## src/rtl/uart_line_pkg.sv

```systemverilog
package uart_line_pkg;

  typedef enum logic [1:0] {
    TX_IDLE,
    TX_START,
    TX_DATA,
    TX_STOP
  } tx_state_e;

  typedef enum logic [2:0] {
    RX_IDLE,
    RX_START,
    RX_DATA,
    RX_STOP,
    RX_HOLD
  } rx_state_e;

  // line control: bit 2 long stop, bits 1:0 width code
  typedef struct packed {
    logic       stop2;
    logic [1:0] len;
  } line_cfg_t;

  // modem control: bit 4 self-test, bits 3:0 modem outputs
  typedef struct packed {
    logic loop;
    logic out2;
    logic out1;
    logic rts;
    logic dtr;
  } modem_cfg_t;

endpackage

```

## src/rtl/uart_cfg_regs.sv

```systemverilog
module uart_cfg_regs
  import uart_line_pkg::*;
(
  input  logic       clk,
  input  logic       rst_n,
  input  logic       we,
  input  logic       addr,
  input  logic [7:0] wdata,
  output line_cfg_t  line_o,
  output modem_cfg_t modem_o,
  output logic [7:0] lcr_rd,
  output logic [7:0] mcr_rd
);

  line_cfg_t  line_q, line_d;
  modem_cfg_t modem_q, modem_d;
  logic       unused_hi;

  assign unused_hi = ^wdata[7:5];

  always_comb begin
    line_d  = line_q;
    modem_d = modem_q;
    if (we) begin
      if (!addr) line_d  = line_cfg_t'(wdata[2:0]);
      else       modem_d = modem_cfg_t'(wdata[4:0]);
    end
  end

  always_ff @(posedge clk or negedge rst_n) begin
    if (!rst_n) begin
      line_q  <= '0;
      modem_q <= '0;
    end else begin
      line_q  <= line_d;
      modem_q <= modem_d;
    end
  end

  assign line_o  = line_q;
  assign modem_o = modem_q;
  assign lcr_rd  = {5'b0, line_q};
  assign mcr_rd  = {3'b0, modem_q};

endmodule

```

## src/rtl/uart_tx.sv

```systemverilog
module uart_tx
  import uart_line_pkg::*;
#(
  parameter int OVS = 16,
  parameter int DW  = 8
) (
  input  logic          clk,
  input  logic          rst_n,
  input  logic          tick,
  input  line_cfg_t     cfg,
  input  logic [DW-1:0] data,
  input  logic          valid,
  output logic          ready,
  output logic          ser_o
);

  localparam int CW = $clog2(2 * OVS);
  localparam int IW = $clog2(DW);
  localparam logic [CW-1:0] BIT_END  = CW'(OVS - 1);
  localparam logic [CW-1:0] STOP_1   = CW'(OVS - 1);
  localparam logic [CW-1:0] STOP_1H  = CW'(OVS + OVS / 2 - 1);
  localparam logic [CW-1:0] STOP_2   = CW'(2 * OVS - 1);

  tx_state_e      st_q, st_d;
  logic [CW-1:0]  cnt_q, cnt_d;
  logic [IW-1:0]  idx_q, idx_d;
  logic [DW-1:0]  sh_q, sh_d;
  line_cfg_t      cfg_q, cfg_d;
  logic           ser_q, ser_d;
  logic [IW-1:0]  last_idx;
  logic [CW-1:0]  stop_end;

  // format is taken from the register copy latched at the handshake
  always_comb begin
    last_idx = IW'(4 + cfg_q.len);
    if (!cfg_q.stop2)          stop_end = STOP_1;
    else if (cfg_q.len == 2'd0) stop_end = STOP_1H;
    else                        stop_end = STOP_2;
  end

  always_comb begin
    st_d  = st_q;
    cnt_d = cnt_q;
    idx_d = idx_q;
    sh_d  = sh_q;
    cfg_d = cfg_q;
    ser_d = ser_q;
    case (st_q)
      TX_IDLE: begin
        ser_d = 1'b1;
        if (valid) begin
          st_d  = TX_START;
          cfg_d = cfg;
          sh_d  = data;
          cnt_d = '0;
          idx_d = '0;
          ser_d = 1'b0;
        end
      end
      TX_START: begin
        if (tick) begin
          if (cnt_q == BIT_END) begin
            cnt_d = '0;
            st_d  = TX_DATA;
            ser_d = sh_q[0];
          end else begin
            cnt_d = cnt_q + 1'b1;
          end
        end
      end
      TX_DATA: begin
        if (tick) begin
          if (cnt_q == BIT_END) begin
            cnt_d = '0;
            if (idx_q == last_idx) begin
              st_d  = TX_STOP;
              ser_d = 1'b1;
            end else begin
              idx_d = idx_q + 1'b1;
              sh_d  = sh_q >> 1;
              ser_d = sh_q[1];
            end
          end else begin
            cnt_d = cnt_q + 1'b1;
          end
        end
      end
      TX_STOP: begin
        if (tick) begin
          if (cnt_q == stop_end) begin
            st_d  = TX_IDLE;
            cnt_d = '0;
          end else begin
            cnt_d = cnt_q + 1'b1;
          end
        end
      end
      default: st_d = TX_IDLE;
    endcase
  end

  always_ff @(posedge clk or negedge rst_n) begin
    if (!rst_n) begin
      st_q  <= TX_IDLE;
      cnt_q <= '0;
      idx_q <= '0;
      sh_q  <= '0;
      cfg_q <= '0;
      ser_q <= 1'b1;
    end else begin
      st_q  <= st_d;
      cnt_q <= cnt_d;
      idx_q <= idx_d;
      sh_q  <= sh_d;
      cfg_q <= cfg_d;
      ser_q <= ser_d;
    end
  end

  assign ready = (st_q == TX_IDLE);
  assign ser_o = ser_q;

  assert_start_low_R1: assert property (@(posedge clk) disable iff (!rst_n)
    (valid && ready) |=> !ser_o);

  assert_single_stop_len_R2: assert property (@(posedge clk) disable iff (!rst_n)
    (st_q == TX_STOP && !cfg_q.stop2) |-> (cnt_q < CW'(OVS)));

endmodule

```

## src/rtl/uart_rx.sv

```systemverilog
module uart_rx
  import uart_line_pkg::*;
#(
  parameter int OVS = 16,
  parameter int DW  = 8
) (
  input  logic          clk,
  input  logic          rst_n,
  input  logic          tick,
  input  logic          rx_in,
  input  logic [1:0]    len,
  output logic [DW-1:0] data_o,
  output logic          valid_o,
  output logic          ferr_o
);

  localparam int CW = $clog2(2 * OVS);
  localparam int IW = $clog2(DW);
  localparam logic [CW-1:0] MID_END = CW'(OVS / 2 - 1);
  localparam logic [CW-1:0] BIT_END = CW'(OVS - 1);

  rx_state_e      st_q, st_d;
  logic [CW-1:0]  cnt_q, cnt_d;
  logic [IW-1:0]  idx_q, idx_d;
  logic [DW-1:0]  sh_q, sh_d;
  logic [1:0]     len_q, len_d;
  logic [DW-1:0]  data_q, data_d;
  logic           valid_q, valid_d;
  logic           ferr_q, ferr_d;
  logic [IW-1:0]  last_idx;

  assign last_idx = IW'(4 + len_q);

  always_comb begin
    st_d    = st_q;
    cnt_d   = cnt_q;
    idx_d   = idx_q;
    sh_d    = sh_q;
    len_d   = len_q;
    data_d  = data_q;
    ferr_d  = ferr_q;
    valid_d = 1'b0;
    case (st_q)
      RX_IDLE: begin
        if (tick && !rx_in) begin
          st_d  = RX_START;
          cnt_d = '0;
          idx_d = '0;
          sh_d  = '0;
          len_d = len;
        end
      end
      RX_START: begin
        if (tick) begin
          if (cnt_q == MID_END) begin
            cnt_d = '0;
            st_d  = rx_in ? RX_IDLE : RX_DATA;
          end else begin
            cnt_d = cnt_q + 1'b1;
          end
        end
      end
      RX_DATA: begin
        if (tick) begin
          if (cnt_q == BIT_END) begin
            cnt_d       = '0;
            sh_d[idx_q] = rx_in;
            if (idx_q == last_idx) st_d = RX_STOP;
            else                   idx_d = idx_q + 1'b1;
          end else begin
            cnt_d = cnt_q + 1'b1;
          end
        end
      end
      RX_STOP: begin
        if (tick) begin
          if (cnt_q == BIT_END) begin
            cnt_d   = '0;
            valid_d = 1'b1;
            data_d  = sh_q;
            ferr_d  = !rx_in;
            st_d    = rx_in ? RX_IDLE : RX_HOLD;
          end else begin
            cnt_d = cnt_q + 1'b1;
          end
        end
      end
      RX_HOLD: begin
        if (tick && rx_in) st_d = RX_IDLE;
      end
      default: st_d = RX_IDLE;
    endcase
  end

  always_ff @(posedge clk or negedge rst_n) begin
    if (!rst_n) begin
      st_q    <= RX_IDLE;
      cnt_q   <= '0;
      idx_q   <= '0;
      sh_q    <= '0;
      len_q   <= '0;
      data_q  <= '0;
      valid_q <= 1'b0;
      ferr_q  <= 1'b0;
    end else begin
      st_q    <= st_d;
      cnt_q   <= cnt_d;
      idx_q   <= idx_d;
      sh_q    <= sh_d;
      len_q   <= len_d;
      data_q  <= data_d;
      valid_q <= valid_d;
      ferr_q  <= ferr_d;
    end
  end

  assign data_o  = data_q;
  assign valid_o = valid_q;
  assign ferr_o  = ferr_q;

  assert_strobe_one_cycle_R4: assert property (@(posedge clk) disable iff (!rst_n)
    valid_o |=> !valid_o);

  assert_hold_until_high_R6: assert property (@(posedge clk) disable iff (!rst_n)
    (st_q == RX_HOLD && !rx_in) |=> (st_q == RX_HOLD));

endmodule

```

## src/rtl/uart_line_core.sv

```systemverilog
module uart_line_core
  import uart_line_pkg::*;
#(
  parameter int OVS = 16,
  parameter int DW  = 8
) (
  input  logic          clk,
  input  logic          rst_n,
  input  logic          baud_tick,
  input  logic          cfg_we,
  input  logic          cfg_addr,
  input  logic [7:0]    cfg_wdata,
  output logic [7:0]    lcr_rd,
  output logic [7:0]    mcr_rd,
  input  logic [DW-1:0] tx_data,
  input  logic          tx_valid,
  output logic          tx_ready,
  output logic [DW-1:0] rx_data,
  output logic          rx_valid,
  output logic          rx_frame_err,
  output logic          txd,
  input  logic          rxd,
  output logic          dtr,
  output logic          rts,
  output logic          out1,
  output logic          out2,
  input  logic          dsr,
  input  logic          cts,
  input  logic          ri,
  input  logic          dcd,
  output logic          dsr_st,
  output logic          cts_st,
  output logic          ri_st,
  output logic          dcd_st
);

  logic [1:0] rst_pipe_q;
  logic       rst_int_n;
  logic [1:0] rxd_sync_q;
  logic       tx_ser;
  logic       rx_path;
  line_cfg_t  line_cfg;
  modem_cfg_t modem_cfg;

  // reset asserts at once, releases after two clock edges
  always_ff @(posedge clk or negedge rst_n) begin
    if (!rst_n) rst_pipe_q <= '0;
    else        rst_pipe_q <= {rst_pipe_q[0], 1'b1};
  end
  assign rst_int_n = rst_pipe_q[1];

  always_ff @(posedge clk or negedge rst_int_n) begin
    if (!rst_int_n) rxd_sync_q <= 2'b11;
    else            rxd_sync_q <= {rxd_sync_q[0], rxd};
  end

  uart_cfg_regs u_regs (
    .clk     (clk),
    .rst_n   (rst_int_n),
    .we      (cfg_we),
    .addr    (cfg_addr),
    .wdata   (cfg_wdata),
    .line_o  (line_cfg),
    .modem_o (modem_cfg),
    .lcr_rd  (lcr_rd),
    .mcr_rd  (mcr_rd)
  );

  uart_tx #(.OVS(OVS), .DW(DW)) u_tx (
    .clk   (clk),
    .rst_n (rst_int_n),
    .tick  (baud_tick),
    .cfg   (line_cfg),
    .data  (tx_data),
    .valid (tx_valid),
    .ready (tx_ready),
    .ser_o (tx_ser)
  );

  assign rx_path = modem_cfg.loop ? tx_ser : rxd_sync_q[1];

  uart_rx #(.OVS(OVS), .DW(DW)) u_rx (
    .clk     (clk),
    .rst_n   (rst_int_n),
    .tick    (baud_tick),
    .rx_in   (rx_path),
    .len     (line_cfg.len),
    .data_o  (rx_data),
    .valid_o (rx_valid),
    .ferr_o  (rx_frame_err)
  );

  assign txd  = modem_cfg.loop ? 1'b1 : tx_ser;
  assign dtr  = modem_cfg.dtr;
  assign rts  = modem_cfg.rts;
  assign out1 = modem_cfg.out1;
  assign out2 = modem_cfg.out2;

  always_comb begin
    if (modem_cfg.loop) begin
      dsr_st = modem_cfg.dtr;
      cts_st = modem_cfg.rts;
      ri_st  = modem_cfg.out1;
      dcd_st = modem_cfg.out2;
    end else begin
      dsr_st = dsr;
      cts_st = cts;
      ri_st  = ri;
      dcd_st = dcd;
    end
  end

  assert_pin_idle_in_test_R7: assert property (@(posedge clk) disable iff (!rst_int_n)
    mcr_rd[4] |-> txd);

  assert_status_crossed_R8: assert property (@(posedge clk) disable iff (!rst_int_n)
    mcr_rd[4] |-> (dsr_st == dtr && cts_st == rts && ri_st == out1 && dcd_st == out2));

endmodule

```

## config.mk

```make
export PLATFORM = sky130hd
export DESIGN_NAME = uart_line_core
export DESIGN_NICKNAME = d
export VERILOG_FILES = /design/src/rtl/uart_line_pkg.sv /design/src/rtl/uart_cfg_regs.sv /design/src/rtl/uart_tx.sv /design/src/rtl/uart_rx.sv /design/src/rtl/uart_line_core.sv
export SDC_FILE = /design/constraint.sdc
export NUM_CORES = 1
export LEC_CHECK = 0
export CAP_MARGIN = 20
export CORE_MARGIN = 2
export CORE_UTILIZATION = 35
export DETAILED_ROUTE_END_ITERATION = 8
export SLEW_MARGIN = 20
export SYNTH_ARGS = -nofsm -noshare
export SYNTH_HDL_FRONTEND = slang
export SYNTH_SLANG_ARGS = --single-unit
export TNS_END_PERCENT = 1
```

## constraint.sdc

```tcl
create_clock -name clk -period 3.3 [get_ports clk]
set_input_delay 0.99 -clock clk [delete_from_list [all_inputs] [get_ports clk]]
set_output_delay 0.99 -clock clk [all_outputs]
set_load 0.03 [all_outputs]
```

# Word level (Yosys, flattened, before mapping)
# Cells that the tools add are included.
# word_totals
out_inout_bits,36
wordCells,166
ff_bits,65
# op_classes
add_sub_neg,6
bitwise,1
n_reduce_logical,26
eq_ne,34
muxes,73
order_cmp,2
# ops
operator,count
$mux W8,7
$mux W5,11
$mux W3,18
$pmux W8 S2,2
$pmux W5 S3,2
$ne A2 B1 Y1 const B,12
$mux W2,9
$ne A2 B2 Y1 const B,9
$mux W1,16
$pmux W3 S5,1
$reduce_and A5 Y1,3
$pmux W3 S2,2
$add A5 B1 Y5 const B,2
$eq A5 B4 Y1 const B,2
$reduce_and A9 Y1,1
$bwmux W8,1
$pmux W2 S4,1
$reduce_and A2 Y1,4
$reduce_and A4 Y1,2
$reduce_and A8 Y1,1
$add A3 B1 Y3 const B,2
$add A3 B2 Y3 const A,2
$eq A3 B2 Y1 const B,2
$eq A3 B3 Y1,2
20 further kinds,28

# Logic depth before layout (Yosys ltp)
# Gate-level depths: netlist of the first run.
# logic_depth
depth_word,8
depth_mapped,10
ltp_nobuf,9

# Hierarchy
# From an unflattened synthesis of the first run, not the netlist that was laid out.
# hier_totals
cells_unflattened,334
area_unflattened_um2,3639.7
# by_module_without_submodules
module,n_inst,cells_each,seq_area_each_um2,area_each_um2
uart_rx,1,162,775.7,1727.9
uart_tx,1,126,551.8,1285.0
uart_cfg_regs,1,35,200.2,457.9
uart_line_core,1,11,102.6,168.9

# Worst setup path after synthesis of the first run
# No wires, ideal clock.
# synth_timing
path_kind,input to output
start,input port cts
end,output port cts_st
path_buffers,0
arrival_ns,1.319
stages,1
path_slack_ns,0.991
t_required_ns,2.310
cell_sequence,mux2_2
# synth_between
elab_chain_len,1
# synth_rtl
item,line,text
"start, declared",uart_line_core.sv:28,"input logic cts,"
$mux W1,uart_line_core.sv:100,if (modem_cfg.loop) begin
"end, declared",uart_line_core.sv:32,"output logic cts_st,"
# No other way between the ends.

# Worst setup path in the final report of the first run
# layout_timing
start,input port ri
end,output port ri_st
# layout_between
elab_chain_len,1
# layout_rtl
item,line,text
"start, declared",uart_line_core.sv:29,"input logic ri,"
$mux W1,uart_line_core.sv:100,
"end, declared",uart_line_core.sv:33,"output logic ri_st,"
# No other way between the ends.

==> results of run 1 <==
==> registers in the layout, summed over array words and instances, names as in the netlist, 3 cells and up <==
register	count
u_tx.sh_q	8
u_rx.sh_q	8
u_tx.idx_q	3
u_regs.lcr_rd	3
u_tx.cfg_q	3
u_regs.mcr_rd	5
u_rx.st_q	3
u_rx.idx_q	3
u_tx.cnt_q	5
u_rx.cnt_q	5
u_rx.data_o	8
==> cell usage in the layout, fill, tap and decap left out, types with 3 or more instances in the layout <==
cell type	instances
mux2_4	3
dfrtp_1	61
conb_1	9
clkdlybuf4s50_1	51
dfstp_2	3
nand3_1	10
o21ai_1	5
clkbuf_8	9
xnor2_1	6
nand2_1	35
o21ai_0	28
a21oi_1	9
nor2b_1	6
o21bai_1	3
mux2i_1	8
nand2b_1	7
nor2_1	16
a22o_1	4
nor3b_1	4
inv_1	15
o31ai_1	6
a31oi_1	4
mux2_2	23
ha_1	14
nor3_1	4
==> power groups by stage <==
stage / logic (mW) / clock network [mW] / registers [mW]
final: 1.26 / 0.743 / 1.21
after global routing: 1.41 / 0.790 / 1.25
after CTS: 1.27 / 0.761 / 1.21
after detailed placement: 1.26 / 0 / 1.23
after global placement: 1.24 / 0 / 1.22
after floorplan: 0.979 / 0 / 1.18
==> metrics by stage <==
step	setup WS, ns	std cells	utilization [%]
after floorplan	0.991	336	-
after global placement	0.0711	495	42.5
after detailed placement	0.0662	495	42.5
after CTS	0.0622	511	44.8
after global routing	0.0278	511	44.8
final	0.0654	511	44.8
==> Yosys cell counts, types with 3 or more instances <==
library cell  count
mux2_4            3
o21bai_1          3
nand2b_1          7
a31oi_1           4
a21oi_1           9
nor2b_1           6
a22o_1            4
dfrtp_1          62
clkbuf_1          5
mux2i_1           8
nor3b_1           4
buf_4            12
mux2_2           23
dfstp_2           3
nor3_1            4
o21ai_0          28
o31ai_1           6
xnor2_1           6
nand2_1          35
ha_1             14
nand3_1          10
buf_2             5
o21ai_1           5
nor2_1           16
inv_1            15
==> worst max-delay path, stage by stage <==
cell and delay [ns]:
clkdlybuf4s50_1 0.45, mux2_2 0.13, clkdlybuf4s50_1 0.66
==> metal layers <==
metal  wire length [µm]  GRT usage, %  part of all wire [%]  vias to the layer above
met2               3370          22.7                    49                       37
met5                  0             0                     0                        -
li1                   -             -                     -                     1225
met3                215          3.63                   3.1                        8
met1               3170          17.6                    46                     1184
met4                 92          4.82                   1.3                        0
==> kinds of logic after synthesis <==
family | after synthesis | share of synthesized area [%]
other cells | 2 | 0.221
fa+ha+maj | 14 | 5.17
simple gates | 96 | 13.9
compound gates | 74 | 13.8
flops | 65 | 48.1
mux | 34 | 11.3
buf+inv | 38 | 5.94
xor+xnor | 6 | 1.55
==> cell type report <==
| class | instances | area [µm²] | area share, % |
|---|---|---|---|
| Multi-Input combinational cell | 233 | 1590 | 37.9 |
| Timing Repair Buffer | 53 | 526 | 12.6 |
| Sequential cell | 65 | 1630 | 39.0 |
| Tap cell | 129 | 161 | 3.86 |
| Clock buffer | 9 | 124 | 2.96 |
| Inverter | 15 | 56.3 | 1.35 |
| Clock inverter | 7 | 95.1 | 2.28 |
==> final timing paths <==
kind                               start                to  slack [ns]  cells after the start
max                                   ri             ri_st        0.07                      3
min in group asynchronous  rst_pipe_q[1]  u_regs.mcr_rd[0]        0.43                      1
min reg2reg                rst_pipe_q[0]     rst_pipe_q[1]        0.36                      0
max in group asynchronous  rst_pipe_q[1]      u_rx.sh_q[5]        2.35                      1
min                        rst_pipe_q[0]     rst_pipe_q[1]        0.36                      0
max reg2reg                 u_tx.st_q[0]      u_tx.sh_q[3]        0.82                      5
==> results.sh, run 1 <==
export IMPL_outcome="completed"
export IMPL_detail_route_antenna_nets=0
export IMPL_wire_per_inst_um=13.4
export IMPL_ios=63
export IMPL_syn_inst=329
export IMPL_synth_top_area_share_pct=45.8
export IMPL_cts_hold_buf=0
export IMPL_clk_latency_ns=0.34
export IMPL_drtPass1Iterations=4
export IMPL_drt_wl_total_um=6860
export IMPL_drtIter0Drc=86
export IMPL_antenna_found_initial=0
export IMPL_gr_total_overflow=0
export IMPL_die_h_um=102
export IMPL_worst_path_max_fanout=1
export IMPL_synth_seq_cells=65
export IMPL_fp_dieW_um=102
export IMPL_finalSetupViolCount=0
export IMPL_area_growth_pct=23.2
export IMPL_max_slew_margin_pct=40.4
export IMPL_die_area_um2=10500
export IMPL_layout_drive_gt1_share_pct=14.9
export IMPL_port_buffer_count=51
export IMPL_combPwrFrac_pct=39.2
export IMPL_pwr_share_clk_pct=23.1
export IMPL_synth_flop_cell="dfrtp_1"
export IMPL_cts_made_buffers=9
export IMPL_leakage_nw=1.85
export IMPL_design_area_um2=4180
export IMPL_fillers=870
export IMPL_final_setup_skew_ns=0.00879
export IMPL_crit_type="input port to primary output"
export IMPL_clk_path_buf_depth=2
export IMPL_seq_area_frac_synth_pct=48.1
export IMPL_power_density_nw_per_um2=770
export IMPL_async_flop_share_pct=100
export IMPL_sw_frac_of_total_pct=38.0
export IMPL_grt_setup_unrepaired="no"
export IMPL_tightest_slew_ns=0.888
export IMPL_rows=35
export IMPL_grt_usage_pct=13.8
export IMPL_fin_tns_setup_ns=0
export IMPL_hold_class="flip-flop to flip-flop"
export IMPL_drcViolationCount=0
export IMPL_finalCritPeriodShare_pct=98.0
export IMPL_hold_violations=0
export IMPL_initial_core_util_pct=36.4
export IMPL_grt_pass1_wl_um=11300
export IMPL_vias_per_cell=4.80
export IMPL_clockRootBuffer="clkbuf_8"
export IMPL_crit_required_ns=2.31
export IMPL_place_area_um2=3960
export IMPL_power_frac_seq_pct=37.7
export IMPL_grt_pass1_vias=2383
export IMPL_cp_start_kind="input port"
export IMPL_synth_area_leader_cell="dfrtp_1"
export IMPL_total_power_mw=3.22
export IMPL_cts_num_sinks=65
export IMPL_core_um2=9330
export IMPL_synth_cell_types=49
export IMPL_period_minus_slack_ns=3.23
export IMPL_drv_cap=0
export IMPL_hpwl_um=4850
export IMPL_cts_tree="done"
export IMPL_cp_arrival_ns=2.24
export IMPL_antenna_cells=0
export IMPL_netlist_top_cells_area="dfrtp_1, mux2_2, ha_1"
export IMPL_gp_congestion=0.805
export IMPL_grt_max_degree=64
export IMPL_nets=418
export IMPL_yosysWarnings=0
export IMPL_path_clk_slew_ns=0.07
export IMPL_vdd_drop_max_v=0.000355
export IMPL_syn_area_um2=3390
export IMPL_num_vias=2454
export IMPL_synth_area_per_cell_um2=10.3
export IMPL_end_kind="primary output"
export IMPL_p_int_mw=1.99
export IMPL_cts_resized=0
export IMPL_htree_levels=3
export IMPL_slew_violations=0
export IMPL_synth_edff_count=0
export IMPL_holdWs_ns=0.357
export IMPL_p_sw_mw=1.22
export IMPL_cts_setup_buffers=0
export IMPL_max_freq_ghz=0.309
(Power assumes the default switching activity.)
==> inputs of run 2 (changes only) <==
- SKIP_LAST_GASP: default -> 1
- SLEW_MARGIN: 20 -> 10
==> results of run 2 <==
No change in the layout: final DEF, timing and power equal those of run 1.
==> inputs of run 3 (changes only) <==
- CORE_ASPECT_RATIO: default -> 2
==> run 3 against run 2 <==
Via count is 0.81% higher. Core utilization up 1.1 points. Setup slack got worse by 0.0090 ns. Combinational power hardly changed. Total power up 12%. Cell area increased by 3.1%. Register-to-register slack improved by 0.42 ns. Non-clock buffer count is 3 higher. Largest power group unchanged.
==> results.sh, run 3 (synthesis results as in run 1) <==
export IMPL_outcome="completed"
export IMPL_clk_path_buf_depth=2
export IMPL_vdd_drop_max_v=0.000557
export IMPL_drtPass1Iterations=4
export IMPL_fillers=908
export IMPL_grt_pass1_vias=2512
export IMPL_drt_wl_total_um=6950
export IMPL_max_slew_margin_pct=56.3
export IMPL_combPwrFrac_pct=35.8
export IMPL_port_buffer_count=51
export IMPL_power_frac_seq_pct=33.9
export IMPL_worst_slack_ns=0.0564
export IMPL_cts_tree="done"
export IMPL_antenna_cells=0
export IMPL_drv_cap=0
export IMPL_drcViolationCount=0
export IMPL_power_density_nw_per_um2=833
export IMPL_cts_resized=0
export IMPL_dp_slack_ns=0.0491
export IMPL_fp_dieW_um=73.6
export IMPL_grt_pass1_wl_um=11800
export IMPL_fin_tns_setup_ns=0
export IMPL_p_int_mw=2.35
export IMPL_max_freq_ghz=0.308
export IMPL_crit_chain="clkdlybuf4s50_1, mux2_2, clkdlybuf4s50_1"
export IMPL_core_um2=9380
export IMPL_path_clk_slew_ns=0.05
export IMPL_place_area_um2=3940
export IMPL_layout_drive_gt1_share_pct=15.3
export IMPL_htree_levels=3
export IMPL_cp_arrival_ns=2.25
export IMPL_grt_usage_pct=14.7
export IMPL_slew_violations=0
export IMPL_clockRootBuffer="clkbuf_16"
export IMPL_max_stage_delay_ns=0.67
export IMPL_pwr_share_clk_pct=30.4
export IMPL_holdWs_ns=0.160
export IMPL_design_area_um2=4310
export IMPL_grt_setup_unrepaired="no"
export IMPL_cts_num_sinks=65
export IMPL_vias_per_cell=5.06
export IMPL_wire_per_inst_um=14.2
export IMPL_nets=421
export IMPL_end_kind="primary output"
export IMPL_ios=63
export IMPL_crit_required_ns=2.31
export IMPL_hpwl_um=5320
export IMPL_tightest_slew_ns=0.654
export IMPL_period_minus_slack_ns=3.24
export IMPL_hold_class="flip-flop to asynchronous set/reset pin"
export IMPL_rows=50
export IMPL_worst_path_max_fanout=1
export IMPL_sw_frac_of_total_pct=34.6
export IMPL_antenna_found_initial=0
export IMPL_die_h_um=143
export IMPL_num_vias=2474
export IMPL_slowest_stage="clkdlybuf4s50_1"
export IMPL_crit_type="input port to primary output"
export IMPL_cp_start_kind="input port"
export IMPL_drtIter0Drc=161
export IMPL_rr_worst_depth=7
export IMPL_clk_latency_ns=0.33
export IMPL_placed_cells=472
export IMPL_final_common_cell="dfrtp_1"
export IMPL_gp_congestion=0.880
export IMPL_mostFrequentLayoutCells="dfrtp_1, clkdlybuf4s50_1, nand2_1, o21ai_0, mux2_2"
export IMPL_cts_made_buffers=9
export IMPL_crit_cells=3
export IMPL_initial_core_util_pct=36.1
export IMPL_fin_util_pct=45.9
export IMPL_cts_setup_buffers=0
export IMPL_gr_total_overflow=0
export IMPL_crit_family="buffers and inverters"
export IMPL_finalSetupViolCount=0
export IMPL_leakage_nw=1.93
export IMPL_die_area_um2=10500
export IMPL_area_growth_pct=27.1
export IMPL_finalCritPeriodShare_pct=98.3
export IMPL_cp_common_cell="clkdlybuf4s50_1"
export IMPL_grt_max_degree=48
export IMPL_detail_route_antenna_nets=0
export IMPL_cts_hold_buf=0
export IMPL_path_buf_inv=2
export IMPL_post_layout_nonfiller_instances=489
export IMPL_total_power_mw=3.59
export IMPL_p_sw_mw=1.24
export IMPL_final_setup_skew_ns=0.00574
export IMPL_hold_violations=0
[run 3: changes by cell type in the layout (fill, tap and decap cells not counted), sizes merged]
cell	change
clkinv	-3
bufinv	+1
buf	+3
clkbuf	+2
[run 3: power by group through the flow]
stage / combinational, mW / clock (mW) / sequential [mW]
3_5_place_dp: 1.28 / 0 / 1.24
2_1_floorplan: 0.979 / 0 / 1.18
4_1_cts: 1.29 / 1.12 / 1.23
5_1_grt: 1.44 / 1.15 / 1.25
3_3_place_gp: 1.26 / 0 / 1.23
6_report: 1.28 / 1.09 / 1.22
[run 3: final timing paths]
check	startpoint	to	slack [ns]
max in group asynchronous	rst_n	rst_pipe_q[1]	2.36
setup reg to reg	u_tx.st_q[0]	u_tx.cnt_q[3]	1.24
setup / recovery	ri	ri_st	0.06
hold / removal	rst_pipe_q[1]	u_tx.idx_q[1]	0.16
min in group clk	rst_pipe_q[0]	rst_pipe_q[1]	0.35
hold reg to reg	rst_pipe_q[1]	u_tx.idx_q[1]	0.16
[run 3: metal layers]
metal	share of wire [%]	routed length, µm	vias to the layer above	track usage, %
li1	-	-	1229	-
met1	37	2550	1192	15.2
met2	58	4020	45	26.6
met3	3.6	247	8	4.09
met4	2.0	136	0	6.41
met5	0	0	-	0
[run 3: cell type report]
class	instances	area [µm²]	area share, %
clock buffer	11	243	5.63
tap	104	130	3.02
inverter	15	56.3	1.31
timing repair buffer	56	561	13.0
clock inverter	5	103	2.38
sequential	65	1630	37.9
multi-input combinational	233	1590	36.8
